### src/rtl/sadc_pkg.sv
package sadc_pkg;
  localparam int CTRL_BITS = 8;
  localparam int CH_W      = 3;
  localparam int TRACK_AT  = 5;
  // positions inside the seven bits that follow the start bit
  localparam int F_PD_LSB  = 0;
  localparam int F_SGL     = 2;
  localparam int F_UNI     = 3;
  localparam int F_CH_LSB  = 4;

  typedef enum logic [2:0] {
    PH_IDLE, PH_CTRL, PH_HOLD, PH_STRB, PH_CONV
  } phase_e;

  typedef enum logic [2:0] {
    PW_SHDN = 3'd0, PW_FULL = 3'd1, PW_FAST = 3'd2, PW_REDUCED = 3'd3, PW_ACTIVE = 3'd4
  } pwr_e;
endpackage

### src/rtl/sadc_seq.sv
module sadc_seq import sadc_pkg::*; #(
  parameter int RES_BITS = 12,
  localparam int IDX_W = $clog2(RES_BITS),
  localparam int CNT_W = $clog2(CTRL_BITS + 1),
  localparam int SH_W  = CTRL_BITS - 1
) (
  input  logic             clk,
  input  logic             rst,
  input  logic             sclk_s,
  input  logic             cs_n_s,
  input  logic             din_s,
  input  logic             shdn_n_s,
  input  logic             sar_dec,
  output logic             dout,
  output logic             dout_oe,
  output logic             sstrb,
  output logic             sstrb_oe,
  output logic             track,
  output logic [CH_W-1:0]  chan_sel,
  output logic             single_ended,
  output logic             bipolar,
  output logic [1:0]       pd_bits,
  output logic             hold_pulse,
  output logic             step,
  output logic [IDX_W-1:0] step_idx,
  output logic             busy,
  output logic             done
);
  phase_e           ph;
  logic             sclk_d;
  logic             rise, fall, live;
  logic [CNT_W-1:0] cnt;
  logic [SH_W-1:0]  sh;
  logic [IDX_W-1:0] idx;

  assign rise     = sclk_s & ~sclk_d;
  assign fall     = ~sclk_s & sclk_d;
  assign live     = ~cs_n_s & shdn_n_s;
  assign step     = live & rise & (ph == PH_CONV);
  assign step_idx = idx;
  assign busy     = (ph != PH_IDLE);

  always_ff @(posedge clk) begin
    if (rst) begin
      ph <= PH_IDLE; sclk_d <= 1'b0; cnt <= '0; sh <= '0; idx <= '0;
      dout <= 1'b0; sstrb <= 1'b0; track <= 1'b0;
      dout_oe <= 1'b0; sstrb_oe <= 1'b0;
      chan_sel <= '0; single_ended <= 1'b0; bipolar <= 1'b0; pd_bits <= 2'b11;
      hold_pulse <= 1'b0; done <= 1'b0;
    end else begin
      sclk_d     <= sclk_s;
      hold_pulse <= 1'b0;
      done       <= 1'b0;
      dout_oe    <= ~cs_n_s;
      sstrb_oe   <= ~cs_n_s;
      if (!live) begin
        ph <= PH_IDLE; cnt <= '0;
        track <= 1'b0; sstrb <= 1'b0; dout <= 1'b0;
      end else if (rise) begin
        unique case (ph)
          PH_IDLE: begin
            dout  <= 1'b0;
            sstrb <= 1'b0;
            if (din_s) begin
              sh  <= '0;
              cnt <= CNT_W'(1);
              ph  <= PH_CTRL;
            end
          end
          PH_CTRL: begin
            sh  <= {sh[SH_W-2:0], din_s};
            cnt <= cnt + CNT_W'(1);
            if (cnt == CNT_W'(CTRL_BITS - 1)) ph <= PH_HOLD;
          end
          PH_HOLD: ;
          PH_STRB: begin
            sstrb <= 1'b1;
            idx   <= IDX_W'(RES_BITS - 1);
            ph    <= PH_CONV;
          end
          PH_CONV: begin
            sstrb <= 1'b0;
            dout  <= sar_dec ^ (bipolar && (idx == IDX_W'(RES_BITS - 1)));
            if (idx == '0) begin
              ph   <= PH_IDLE;
              done <= 1'b1;
            end else begin
              idx <= idx - IDX_W'(1);
            end
          end
          default: ph <= PH_IDLE;
        endcase
      end else if (fall) begin
        if (ph == PH_CTRL && cnt == CNT_W'(TRACK_AT)) begin
          track    <= 1'b1;
          chan_sel <= sh[TRACK_AT-2 -: CH_W];
        end
        if (ph == PH_HOLD) begin
          track        <= 1'b0;
          hold_pulse   <= 1'b1;
          single_ended <= sh[F_SGL];
          bipolar      <= ~sh[F_UNI];
          pd_bits      <= sh[F_PD_LSB +: 2];
          ph           <= PH_STRB;
        end
      end
    end
  end

  logic unused_ch;
  assign unused_ch = ^sh[F_CH_LSB +: CH_W];
endmodule

### config.mk
export PLATFORM = sky130hd
export DESIGN_NAME = sadc_seq
export DESIGN_NICKNAME = d
export VERILOG_FILES = /design/src/rtl/sadc_pkg.sv /design/src/rtl/sadc_seq.sv
export SDC_FILE = /design/constraint.sdc
export NUM_CORES = 1
export LEC_CHECK = 0
export BUFFER_PORTS_ARGS = -buffer_cell sky130_fd_sc_hd__buf_2
export CORE_MARGIN = 2
export CORE_UTILIZATION = 45
export CTS_CLUSTER_SIZE = 8
export DETAILED_ROUTE_END_ITERATION = 8
export GPL_TIMING_DRIVEN = 0
export PLACE_DENSITY_LB_ADDON = 0.08
export SYNTH_ARGS = -nofsm -noshare
export SYNTH_HDL_FRONTEND = slang
export SYNTH_SLANG_ARGS = --single-unit
### constraint.sdc
create_clock -name clk -period 2.2 [get_ports clk]
set_clock_uncertainty 0.15 [all_clocks]
set_input_delay 0.11 -clock clk [delete_from_list [all_inputs] [get_ports clk]]
set_output_delay 0.11 -clock clk [all_outputs]
set_load 0.005 [all_outputs]
==> results.yml <==
run_status:
  status: "completed"
sta:
  fin_ws_ns: 0.105
  max_slew.worst_pin.slew_ns: 0.644
  fin_tns_setup_ns: 0
  fmax_mhz: 477
  hold_viol: 0
  hold_ws_ns: 0.0284
  period_needed_ns: 2.10
  rsz0062_at_grt: "no"
  maxSlewViolCount: 0
  max_slew_margin_pct: 56.7
  finalCritPeriodShare_pct: 95.2
  setup_viol: 0
worst_setup_path:
  critPathArrivalTime_ns: 1.84
  rrSetupSlack_ns: 0.22
  reg2reg_from: "sclk_d"
  path_max_fanout: 7
  r2r_cells: 7
  r2r_end: "ph[0]"
  cp-start-kind: "flip-flop"
  crit_type: "reg -> out"
  required_ns: 1.94
  cp-end-kind: "primary output"
global_route:
  antenna_found_initial: 0
  grt_pass1_vias: 1166
  grt_max_degree: 11
  grt-ovfl-total: 0
  grt_usage_pct: 20.5
  grt_pass1_wl_um: 5460
floorplanning:
  ios: 27
  rows: 20
  fp.dieH_um: 60.5
  core_area_um2: 3050
  fp.dieArea_um2: 3650
  die_w_um: 60.5
  start_util_pct: 47.0
logic_synthesis:
  synth.most_common_cell: "dfxtp_1"
  synth_edf_count: 0
  yosysWarnings: 0
  syn-num-nets: 176
  async_flop_share_pct: 0
  synth_top_area_share_pct: 40.5
  synth_area_leaders: "dfxtp_1, ha_1, nor2_1"
  synth_area_um2: 1430
  synthCells: 161
  ys_seq_area_share_pct: 40.5
  synth_top_area_cell: "dfxtp_1"
  synth.distinct_cells: 47
  synth_commonest_cells: "dfxtp_1, nor2_1, ha_1, nand2_1"
  ys_ff_latch: 29
  ys.flop_type: "dfxtp_1"
  avgSynthCellArea_um2: 8.91
pwr:
  power.density_nw_per_um2: 553
  vdd_ir_drop_max_mv: 0.350
  p_leak_nw: 0.719
worst_hold_path:
  whs_path_depth: 4
  whs_endpoint: "cnt[2]"
  min_from: "din_s"
  worstHoldPathType: "in -> reg"
drt:
  vias: 1265
  first_pass_iters: 4
  finalWirelength_um: 3220
  vias_per_cell: 5.16
  antenna_left: 0
  drt_iter0_markers: 67
  drc_errors: 0
  post_drt_wl_per_cell_um: 13.1
placement:
  io_buffers: 26
  dp_cells: 231
  place_congestion: 0.810
  hpwl_um: 2340
  dp_slack_ns: 0.0875
cts:
  cts_root_buf: "clkbuf_4"
  clkLatencyLatePin_ns: 0.33
  path_clk_slew_ns: 0.10
  cts.path.max_buffers: 2
  tritoncts: "done"
  htreeDepth: 2
  clock-sinks: 29
  cts_buffers: 5
cells_and_area:
  drive_above_1_share_pct: 23.4
  fillers: 306
  regArea_um2: 581
  multiInputGateArea_um2: 803
  fin_nets: 215
  syn_to_final_growth_pct: 23.0
  diodes: 0
  stdcell_count: 245
job:
  maxCapViolCount: 0
## report_power, final
group	leakage [nW]	total (mW)	internal, mW	switching [mW]
clock network	0.0413	0.383	0.185	0.198
logic	0.444	0.0640	0.0285	0.0355
registers	0.234	0.529	0.527	0.00186
total	0.719	0.976	0.741	0.235
## kinds of logic (layout without fill, tap and decap cells)
kind of cell    Yosys count  in the layout  share of synthesized area (%)
flops                    29             29                           40.5
xor+xnor                  3              3                           1.83
compound gates           25             25                           11.8
buf+inv                  16             56                           4.71
mux                       7              7                           4.89
simple gates             73             73                           29.3
fa+ha+maj                 8              8                           6.98
## worst max path at each step
stage                start           to  slack [ns]  depth (start not counted)
floorplan           sclk_d  step_idx[2]        0.30                          8
global placement    sclk_d  step_idx[2]        0.13                          8
detailed placement  sclk_d  step_idx[2]        0.09                          8
CTS                 sclk_d         step        0.05                          7
global route         ph[0]        sh[0]       0.006                          5
finish              sclk_d         step        0.10                          7
## flip-flops by register name, indices dropped and copies added, names as in the netlist, 2 cells and up
signal / flops
step_idx: 4
sh: 4
chan_sel: 3
cnt: 4
ph: 3
pd_bits: 2
## layout make-up
| type | instances | share of cell area [%] |
|---|---|---|
| plain buffers | 9 | 2.41 |
| clock buffers | 7 | 3.69 |
| clock inverters | 1 | 0.284 |
| inverters | 7 | 1.56 |
| multi-input cells | 116 | 45.5 |
| flip-flops and latches | 29 | 32.9 |
| well taps | 44 | 3.12 |
| repair buffers | 32 | 10.5 |
## worst max-delay path, cell delays in order, from the launching register on
cell and delay (ns):
dfxtp_1 0.35, inv_2 0.08, ha_4 0.18, nand2b_4 0.10, or4b_1 0.46, clkbuf_4 0.18, clkinv_2 0.05, buf_2 0.10
## stage by stage
stage	power [mW]	area (um^2)	utilization (%)
after floorplan	0.573	1430	-
after global placement	0.591	1620	53.0
after detailed placement	0.592	1620	53.0
after CTS	0.978	1740	57.0
after global routing	1.01	1760	57.8
final	0.976	1760	57.8
## cell usage in the layout (no fill, tap or decap), types with 4 or more instances in the layout
master	synthesis	routed
nor2_1	19	19
and2_1	4	4
clkbuf_1	5	5
dlygate4sd3_1	0	4
dfxtp_1	29	29
inv_1	6	5
ha_1	8	7
mux2i_1	7	7
nand2b_1	7	7
nand2_1	8	8
buf_2	2	27
clkbuf_4	0	6
a21oi_1	5	5
nor2b_1	5	5
a31oi_1	4	4
nor3_1	5	5
nand3_1	6	6
## routing by layer
metal	global-route usage, %	vias up	wire (um)
met3	7.04	6	179
met4	7.45	0	48
li1	-	647	-
met1	26.9	580	1560
met5	0	-	0
met2	31.4	32	1430
## what timing repair did
item | CTS | global route
pin swaps | 0 | 1
setup endpoints to repair | 1 | 1
endpoints found under the hold margin | 5 | 0
gates resized for setup | 2 | 3
buffers inserted | 0 | 2
hold buffers | 4 | 0
Power figures use the tool's default switching activity.
